## src/rtl/zs_pkg.sv

```systemverilog
package zs_pkg;

  typedef enum logic [1:0] {
    SYM_ZERO = 2'b00,
    SYM_POS  = 2'b01,
    SYM_NEG  = 2'b11
  } sym_t;

  // Pulse of a given sign: neg=1 gives a negative pulse.
  function automatic logic [1:0] pulse_of(input logic neg);
    return neg ? SYM_NEG : SYM_POS;
  endfunction

  // Symbol for an ordinary bit, given the sign of the last pulse sent.
  function automatic logic [1:0] mark_symbol(input logic bit_v, input logic last_neg);
    if (!bit_v) return SYM_ZERO;
    return pulse_of(!last_neg);
  endfunction

  // True when s repeats the sign of the previous pulse.
  function automatic logic is_violation(input logic [1:0] s, input logic [1:0] prev_pulse);
    return (s != SYM_ZERO) && (prev_pulse != SYM_ZERO) && (s == prev_pulse);
  endfunction

  // Larger of two run lengths.
  function automatic int max_len(input int a, input int b);
    return (a > b) ? a : b;
  endfunction

endpackage

```

## src/rtl/zs_run_tracker.sv

```systemverilog
module zs_run_tracker
  import zs_pkg::*;
#(
  parameter int RUN_LONG  = 8,
  parameter int RUN_SHORT = 4,
  parameter int LW        = 4
) (
  input  logic          clk,
  input  logic          rst_n,
  input  logic          in_valid,
  input  logic          accept,
  input  logic          bit_i,
  input  logic          mode_sel,
  output logic          mode_short,
  output logic [LW-1:0] run_len,
  output logic [LW-1:0] run_cnt,
  output logic          subst
);

  localparam logic [LW-1:0] LEN_L = LW'(RUN_LONG);
  localparam logic [LW-1:0] LEN_S = LW'(RUN_SHORT);

  logic          mode_q;
  logic [LW-1:0] cnt_q;
  logic          mode_load;
  logic          run_done;

  assign run_len   = mode_q ? LEN_S : LEN_L;
  assign run_done  = (cnt_q == run_len - LW'(1));
  assign subst     = accept && !bit_i && run_done;
  assign mode_load = !in_valid && (cnt_q == '0);

  always_ff @(posedge clk or negedge rst_n) begin
    if (!rst_n) begin
      mode_q <= 1'b0;
    end else if (mode_load) begin
      mode_q <= mode_sel;
    end
  end

  always_ff @(posedge clk or negedge rst_n) begin
    if (!rst_n) begin
      cnt_q <= '0;
    end else if (accept) begin
      if (bit_i || run_done) begin
        cnt_q <= '0;
      end else begin
        cnt_q <= cnt_q + LW'(1);
      end
    end
  end

  assign mode_short = mode_q;
  assign run_cnt    = cnt_q;

endmodule

```

## src/rtl/zs_polarity.sv

```systemverilog
module zs_polarity
  import zs_pkg::*;
#(
  parameter int RUN_LONG  = 8,
  parameter int RUN_SHORT = 4,
  parameter int MAXD      = 8
) (
  input  logic                 clk,
  input  logic                 rst_n,
  input  logic                 accept,
  input  logic                 bit_i,
  input  logic                 subst,
  input  logic                 mode_short,
  output logic [1:0]           cur_sym,
  output logic [MAXD-1:0][1:0] pat
);

  // Slot 0 holds the newest bit; a run of L zeros fills slots L-1..0.
  localparam int SLOT_V1 = 4;
  localparam int SLOT_B1 = 3;
  localparam int SLOT_V2 = 1;
  localparam int SLOT_B2 = 0;
  localparam int SLOT_SB = RUN_SHORT - 1;

  logic       last_neg_q;
  logic       odd_q;
  logic [1:0] same_p;
  logic [1:0] oppo_p;

  assign same_p  = pulse_of(last_neg_q);
  assign oppo_p  = pulse_of(!last_neg_q);
  assign cur_sym = mark_symbol(bit_i, last_neg_q);

  always_comb begin
    for (int i = 0; i < MAXD; i++) pat[i] = SYM_ZERO;
    if (!mode_short) begin
      pat[SLOT_V1] = same_p;
      pat[SLOT_B1] = oppo_p;
      pat[SLOT_V2] = oppo_p;
      pat[SLOT_B2] = same_p;
    end else if (odd_q) begin
      pat[0] = same_p;
    end else begin
      pat[SLOT_SB] = oppo_p;
      pat[0]       = oppo_p;
    end
  end

  always_ff @(posedge clk or negedge rst_n) begin
    if (!rst_n) begin
      last_neg_q <= 1'b1;
      odd_q      <= 1'b0;
    end else if (accept) begin
      if (subst) begin
        if (mode_short) begin
          odd_q <= 1'b0;
          if (!odd_q) last_neg_q <= !last_neg_q;
        end
      end else if (bit_i) begin
        last_neg_q <= !last_neg_q;
        odd_q      <= !odd_q;
      end
    end
  end

endmodule

```

## src/rtl/zs_delay_line.sv

```systemverilog
module zs_delay_line
  import zs_pkg::*;
#(
  parameter int MAXD = 8,
  parameter int LW   = 4
) (
  input  logic                 clk,
  input  logic                 rst_n,
  input  logic                 accept,
  input  logic [LW-1:0]        run_len,
  input  logic [1:0]           new_sym,
  input  logic                 subst,
  input  logic [MAXD-1:0][1:0] pat,
  output logic [1:0]           sym_o,
  output logic                 sym_valid_o
);

  logic [MAXD-1:0][1:0] line_q;
  logic [MAXD-1:0][1:0] line_d;
  logic [LW-1:0]        fill_q;
  logic [1:0]           tap_sym;
  logic                 full;

  for (genvar g = 0; g < MAXD; g++) begin : g_slot
    logic [1:0] shifted;
    if (g == 0) begin : g_head
      assign shifted = new_sym;
    end else begin : g_body
      assign shifted = line_q[g-1];
    end
    assign line_d[g] = (subst && (LW'(g) < run_len)) ? pat[g] : shifted;
  end

  always_comb begin
    tap_sym = SYM_ZERO;
    for (int i = 0; i < MAXD; i++) begin
      if (LW'(i) == run_len - LW'(1)) tap_sym = line_q[i];
    end
  end

  assign full = (fill_q >= run_len);

  always_ff @(posedge clk or negedge rst_n) begin
    if (!rst_n) begin
      line_q      <= '0;
      fill_q      <= '0;
      sym_o       <= SYM_ZERO;
      sym_valid_o <= 1'b0;
    end else begin
      sym_valid_o <= accept && full;
      if (accept) begin
        line_q <= line_d;
        if (full) sym_o <= tap_sym;
        if (fill_q < LW'(MAXD)) fill_q <= fill_q + LW'(1);
      end
    end
  end

endmodule

```

## src/rtl/zs_bipolar_encoder.sv

```systemverilog
module zs_bipolar_encoder
  import zs_pkg::*;
#(
  parameter int RUN_LONG  = 8,
  parameter int RUN_SHORT = 4
) (
  input  logic       clk,
  input  logic       rst_n,
  input  logic       mode_sel,
  input  logic       in_valid,
  input  logic       in_bit,
  output logic       in_ready,
  output logic       sym_valid,
  output logic [1:0] sym
);

  localparam int MAXD = max_len(RUN_LONG, RUN_SHORT);
  localparam int LW   = $clog2(MAXD + 1);

  logic                 ready_q;
  logic                 accept;
  logic                 mode_short;
  logic [LW-1:0]        run_len;
  logic [LW-1:0]        run_cnt;
  logic                 subst_fire;
  logic [1:0]           cur_sym;
  logic [MAXD-1:0][1:0] pat;

  always_ff @(posedge clk or negedge rst_n) begin
    if (!rst_n) ready_q <= 1'b0;
    else        ready_q <= 1'b1;
  end

  assign in_ready = ready_q;
  assign accept   = in_valid && ready_q;

  zs_run_tracker #(
    .RUN_LONG (RUN_LONG),
    .RUN_SHORT(RUN_SHORT),
    .LW       (LW)
  ) u_run (
    .clk       (clk),
    .rst_n     (rst_n),
    .in_valid  (in_valid),
    .accept    (accept),
    .bit_i     (in_bit),
    .mode_sel  (mode_sel),
    .mode_short(mode_short),
    .run_len   (run_len),
    .run_cnt   (run_cnt),
    .subst     (subst_fire)
  );

  zs_polarity #(
    .RUN_LONG (RUN_LONG),
    .RUN_SHORT(RUN_SHORT),
    .MAXD     (MAXD)
  ) u_pol (
    .clk       (clk),
    .rst_n     (rst_n),
    .accept    (accept),
    .bit_i     (in_bit),
    .subst     (subst_fire),
    .mode_short(mode_short),
    .cur_sym   (cur_sym),
    .pat       (pat)
  );

  zs_delay_line #(
    .MAXD(MAXD),
    .LW  (LW)
  ) u_line (
    .clk        (clk),
    .rst_n      (rst_n),
    .accept     (accept),
    .run_len    (run_len),
    .new_sym    (cur_sym),
    .subst      (subst_fire),
    .pat        (pat),
    .sym_o      (sym),
    .sym_valid_o(sym_valid)
  );

endmodule

```

## config.mk

```make
export PLATFORM = sky130hd
export DESIGN_NAME = zs_bipolar_encoder
export DESIGN_NICKNAME = d
export VERILOG_FILES = /design/src/rtl/zs_pkg.sv /design/src/rtl/zs_run_tracker.sv /design/src/rtl/zs_polarity.sv /design/src/rtl/zs_delay_line.sv /design/src/rtl/zs_bipolar_encoder.sv
export SDC_FILE = /design/constraint.sdc
export NUM_CORES = 1
export LEC_CHECK = 0
export BUFFER_PORTS_ARGS = -buffer_cell sky130_fd_sc_hd__buf_2
export CAP_MARGIN = 10
export CORE_ASPECT_RATIO = 0.75
export CORE_MARGIN = 4
export CORE_UTILIZATION = 35
export CTS_CLUSTER_SIZE = 12
export DETAILED_ROUTE_END_ITERATION = 10
export GPL_TIMING_DRIVEN = 0
export PLACE_DENSITY = 0.52
export SYNTH_ARGS = -nofsm -noshare
export SYNTH_HDL_FRONTEND = slang
export SYNTH_HIERARCHICAL = 1
export SYNTH_SLANG_ARGS = --single-unit
```

## constraint.sdc

```tcl
create_clock -name clk -period 1.9 [get_ports clk]
set_input_delay 0 -clock clk [delete_from_list [all_inputs] [get_ports clk]]
set_output_delay 0 -clock clk [all_outputs]
set_load 0.1 [all_outputs]
```

### Word-level counts from Yosys, hierarchy flattened

Cells that the tools add are included.
Widths: inputs -> output; s select.

* eq/ne operators: 10
* add/subtract/negate cells: 3
* muxes and demuxes: 34
* $lt $le $gt $ge: 10
* reduce and logical (&&, ||, !) cells: 25

Operator list (count)
* $mux 2: 25
* $eq 3x4->1 const A: 4
* $lt 3x4->1 const A: 4
* $logic_and 1x1->1: 13
* $add 4x1->4 const B: 2
* $eq 2x4->1 const A: 2
* $logic_not 4->1: 2
* $lt 1x4->1 const A: 2
* $lt 2x4->1 const A: 2
* $mux 4: 2
* $mux 1: 7
* $eq 1x4->1 const A: 1
* $eq 4x4->1: 1
* $ge 4x4->1: 1
* $logic_not 1->1: 4
* $lt 4x4->1 const B: 1
* $reduce_and 2->1: 2
* $reduce_and 4->1: 1
* $sub 4x1->4 const B: 1
* $reduce_and 3->1: 1
* $ne 2x1->1 const B: 1
* $ne 2x2->1 const B: 1
* $reduce_bool 2->1: 1
* $logic_or 1x1->1: 1

* output and inout bits: 4
* logic and storage cells: 98
* register bits after elaboration: 31

### Depth between registers and ports, before layout

* word-level depth: 11
* depth in mapped cells: 8

### Hierarchy

Netlist, hierarchy kept.

Modules (own cells, without submodules)
* zs_delay_line: instances 1, seq. area each 575.6 sq um, cells each 129, area an instance 1312.5 sq um
* zs_run_tracker: instances 1, seq. area each 125.1 sq um, cells each 34, area an instance 314.1 sq um
* zs_polarity: instances 1, seq. area each 51.3 sq um, cells each 32, area an instance 251.5 sq um
* zs_bipolar_encoder: instances 1, seq. area each 25.0 sq um, cells each 3, area an instance 35.0 sq um

### Worst setup path after synthesis

Ideal clock, no wire load.

* path type: reg2reg
* start: reg ready_q (netlist: in_ready)
* end: reg u_pol.last_neg_q
* period minus slack after synthesis: 2294 ps
* data arrival time: 2218 ps
* path slack: -394 ps
* stages on the path, launching flop included: 7
* data required time: 1825 ps
* cell sequence: dfrtp_1 and2_1 nand2b_1 nor2_1 and3b_1 a31oi_1 xnor2_1

* longest elaborated chain between the ends: 5

RTL lines
* start, declared: line zs_bipolar_encoder.sv:20 `logic ready_q;`
* start signal, assigned: line zs_bipolar_encoder.sv:30 `if (!rst_n) ready_q <= 1'b0;`
* start signal, assigned: line zs_bipolar_encoder.sv:31 `else ready_q <= 1'b1;`
* $logic_and 1x1->1 *: line zs_bipolar_encoder.sv:35 `assign accept = in_valid && ready_q;`
* via accept: line zs_bipolar_encoder.sv:21 `logic accept;`
* $logic_and 1x1->1 * (2 in series): line zs_run_tracker.sv:30 `assign subst = accept && !bit_i && run_done;`
* via subst_fire: line zs_bipolar_encoder.sv:25 `logic subst_fire;`
* $ne 2x2->1 (no source line) (tied with other cells)
* $reduce_and 4->1 (no source line)
* end signal, assigned: line zs_polarity.sv:57 `if (!odd_q) last_neg_q <= !last_neg_q;`
* end signal, assigned: line zs_polarity.sv:60 `last_neg_q <= !last_neg_q;`
* end, declared: line zs_polarity.sv:25 `logic last_neg_q;`

The timed path passes the listed nets; every way through them passes the cells marked *.
A chain may end at the register's enable or synchronous reset.

### Worst setup path after layout

* start: reg u_run.mode_q (netlist: u_run/mode_short)
* end: reg u_line.line_q (netlist bit u_line/g_slot[2].shifted[0])

* longest elaborated chain between the ends: 6

RTL lines
* start, declared: line zs_run_tracker.sv:23 `logic mode_q;`
* start signal, assigned: line zs_run_tracker.sv:37 `mode_q <= mode_sel;`
* $mux 4: line zs_run_tracker.sv:28 `assign run_len = mode_q ? LEN_S : LEN_L;`
* $sub 4x1->4: line zs_run_tracker.sv:29 `assign run_done = (cnt_q == run_len - LW'(1));`
* $eq 4x4->1: line zs_run_tracker.sv:29
* $logic_and 1x1->1: line zs_run_tracker.sv:30
* via subst_fire: line zs_bipolar_encoder.sv:25
* $logic_and 1x1->1: line zs_delay_line.sv:31 `assign line_d[g] = (subst && (LW'(g) < run_len)) ? pat[g] : shifted;`
* $mux 2: line zs_delay_line.sv:31
* end signal, assigned: line zs_delay_line.sv:52 `line_q <= line_d;`
* end, declared: line zs_delay_line.sv:18 `logic [MAXD-1:0][1:0] line_q;`

The timed path passes the listed nets, and every way through them passes these cells.

==> run metrics <==
Slowest-stage cell, CP dfrtp_2; Final nets 236; initial core utilization 35.93%; # placed instances 289; row count 23; most frequent cells in the layout 28 x dfrtp_1, 23 x mux2i_1, 19 x nor2_1; Remaining DRCs 0; Crit Path Max Fanout 12; Critical Path End Type register; Mapped Cells 198; Largest stage delay, worst path 0.43 ns; Layout area overhead 15.44%; Crit path required time 2.09 ns; Routed wire per std cell 13.05 um; overall global routing resource usage 13.12%; arrival time worst endpoint 1.99 ns; Clock Latency Late Sink 0.28 ns; GR Overflow Total 0; worst r2r path cells 7; Antenna Cells 0; reg-to-reg startpoint u_run/mode_short; Syn Area/Cell 9.662 um^2; number of flops mapped to enable cells by yosys 0; CTS Buf Count 5; Tightest Pin Transition 0.6998 ns; Clock transition at path regs 0.06 ns; Crit Path Class reg2reg; Setup Skew 0.008715 ns; Area after DPL 0.002090 mm^2; largest net degree at the start of global routing 32; initial antenna violation count 0; Worst Hold End u_run/mode_short; final wirelength 3903 um; Yosys reg bits 31; RSZ-0062 raised after global routing yes; Final period util 94.55%; die area 0.006725 mm^2; Root Buffer clkbuf_8; Die Y-Extent 72.03 um; ys async rst share 100.0%; GPL Wtd Cong 0.7665; Via Count 1357; max cap viols 0; endpoints failing hold 0; clock buffer depth 2; Core Box Area 0.005324 mm^2; Relative slew margins 53.35%; Post-synth top flop dfrtp_1; crit-path leading delay family flip-flops; Util after Layout 41.48%; Min-Delay Path Class in2reg; # IOs 9; layout cells sized above 1 22.32%; buffer and inverter count on the worst path 1; startpoint types register; leakage power 1.098 nW; VDD IR-drop max 0.4624 mV; Finished Cell Area 0.002208 mm^2; clk sinks 31; Routed Antenna Nets 0; CTS tree built; Die X 93.37 um; worst path cell trace buf_4 -> xor2_1 -> nand3_1 -> nor2_4 -> o31ai_1 -> mux2i_1 -> a21oi_1; commonest non-fill, non-tap cell in the layout dfrtp_1; Initial DRT Pass Iterations 4; final slew viol count 0; final setup violation count 0; fmax 556.6 MHz; setup slack, reg-to-reg 0.10 ns; WHS 0.05387 ns; synthesized cell area 0.001913 mm^2; hold path start in_valid; Non-Filler Instances 299; Total Power 2.487 mW; Cell variety after synth 41; Via density 4.538; Port Buf Inserts 8; Power Dens Cells 1126 mW/mm^2; vias in the first global route 1298; outcome completed; first-pass GRT wire length 6727 um; YS warnings 6; Post-DP HPWL 2896 um; worst hold path cell count 4; sequential-to-total area share from yosys stat 40.61%; DR iter-0 viols 61; reg2reg end u_line/g_slot[2].shifted[0]; H-tree levels 2; Tmin final 1.796 ns
## through the flow
| stage | TNS [ns] | worst slack, ns |
|---|---|---|
| 2_1_floorplan | 0 | 0.007704 |
| 3_5_place_dp | -0.3816 | -0.1912 |
| 5_1_grt | -0.1248 | -0.03440 |
| 3_3_place_gp | -0.4243 | -0.2122 |
| 4_1_cts | 0 | 0.001447 |
| 6_report | 0 | 0.1035 |
## final cells by class
class,instances,area (um^2)
plain buffers,21,148.9
clock buffers,8,80.08
fillers,553,3115
inverters,14,55.05
multi-input cells,139,980.9
flip-flops and latches,31,782.0
well taps,75,93.84
repair buffers,11,67.56
## where the power goes
part / total [mW] / internal [mW] / switching, mW
clock: 0.497 / 0.260 / 0.237
combinational: 1.00 / 0.406 / 0.594
sequential: 0.990 / 0.844 / 0.146
total: 2.49 / 1.51 / 0.977
## registers in the layout (all words and copies together) (netlist names)
name / flops
u_line/line_q: 2
u_pol/odd_q: 1
u_line/fill_q: 4
in_ready: 1
u_pol/last_neg_q: 1
u_line/sym_o: 2
u_run/run_cnt: 4
u_run/mode_short: 1
u_line/sym_valid_o: 1
u_line/g_slot.shifted: 14
## kinds of logic after synthesis
logic type	after synthesis	share of synthesized area (%)
AOI/OAI and AO/OA	43	14.13
xor gates and xnor gates	4	1.832
adders and majority gates	8	5.232
buffers and inverters	36	10.27
DFF	31	40.62
muxes	29	16.74
other	4	0.7846
and+or+nand+nor	43	10.40
## synthesized netlist by cell type (2+ instances only)
| master | instances | area, um^2 |
|---|---|---|
| dfrtp_1 | 30 | 750.7 |
| nand3_1 | 4 | 20.02 |
| o21ai_1 | 5 | 25.02 |
| conb_1 | 4 | 15.01 |
| mux4_2 | 2 | 45.04 |
| mux2i_1 | 23 | 230.2 |
| nor2_1 | 20 | 75.07 |
| nor2b_1 | 3 | 18.77 |
| a31oi_1 | 2 | 12.51 |
| xnor2_1 | 3 | 26.28 |
| o21a_1 | 2 | 15.01 |
| nor3_1 | 2 | 10.01 |
| ha_1 | 8 | 100.1 |
| a21oi_1 | 18 | 90.09 |
| o21ai_0 | 4 | 20.02 |
| buf_4 | 14 | 105.1 |
| inv_1 | 13 | 48.80 |
| mux2_2 | 4 | 45.04 |
| nand2_1 | 8 | 30.03 |
| a22o_2 | 2 | 20.02 |
| a21o_1 | 2 | 15.01 |
| clkbuf_1 | 6 | 22.52 |
## worst reg2reg max path: cells and delay by family (launching register included)
kind	cells	cell delay (ns)
mux	1	0.15
simple gates	2	0.38
buf+inv	1	0.18
flops	1	0.43
xor+xnor	1	0.19
compound gates	2	0.39
## repair_timing
action | CTS | global route
cloned | 0 | 0
hold buffers | 2 | 0
setup buffers | 1 | 0
hold endpoints to repair | 31 | 0
endpoints found under the setup margin | 2 | 20
gates resized for setup | 4 | 7
## metal layers
| metal | GRT usage, % | vias to the layer above | share of wire (%) |
|---|---|---|---|
| met5 | 0 | - | 0 |
| met4 | 3.902 | 0 | 0.46 |
| met3 | 3.834 | 2 | 3.7 |
| met2 | 16.16 | 15 | 39 |
| met1 | 21.28 | 634 | 57 |
| li1 | - | 706 | - |
## worst max-delay path by stage
stage                     cells past startpoint              from                          end  slack, ns
after floorplan                               8  u_run/mode_short              u_line/sym_o[0]      0.008
after global placement                        8  u_run/mode_short              u_line/sym_o[0]      -0.21
after detailed placement                      8  u_run/mode_short              u_line/sym_o[1]      -0.19
after CTS                                     7  u_run/mode_short  u_line/g_slot[2].shifted[0]      0.001
after global routing                          7  u_run/mode_short  u_line/g_slot[2].shifted[0]      -0.03
final                                         7  u_run/mode_short  u_line/g_slot[2].shifted[0]       0.10
No activity file was read; power rests on OpenSTA's default activity.
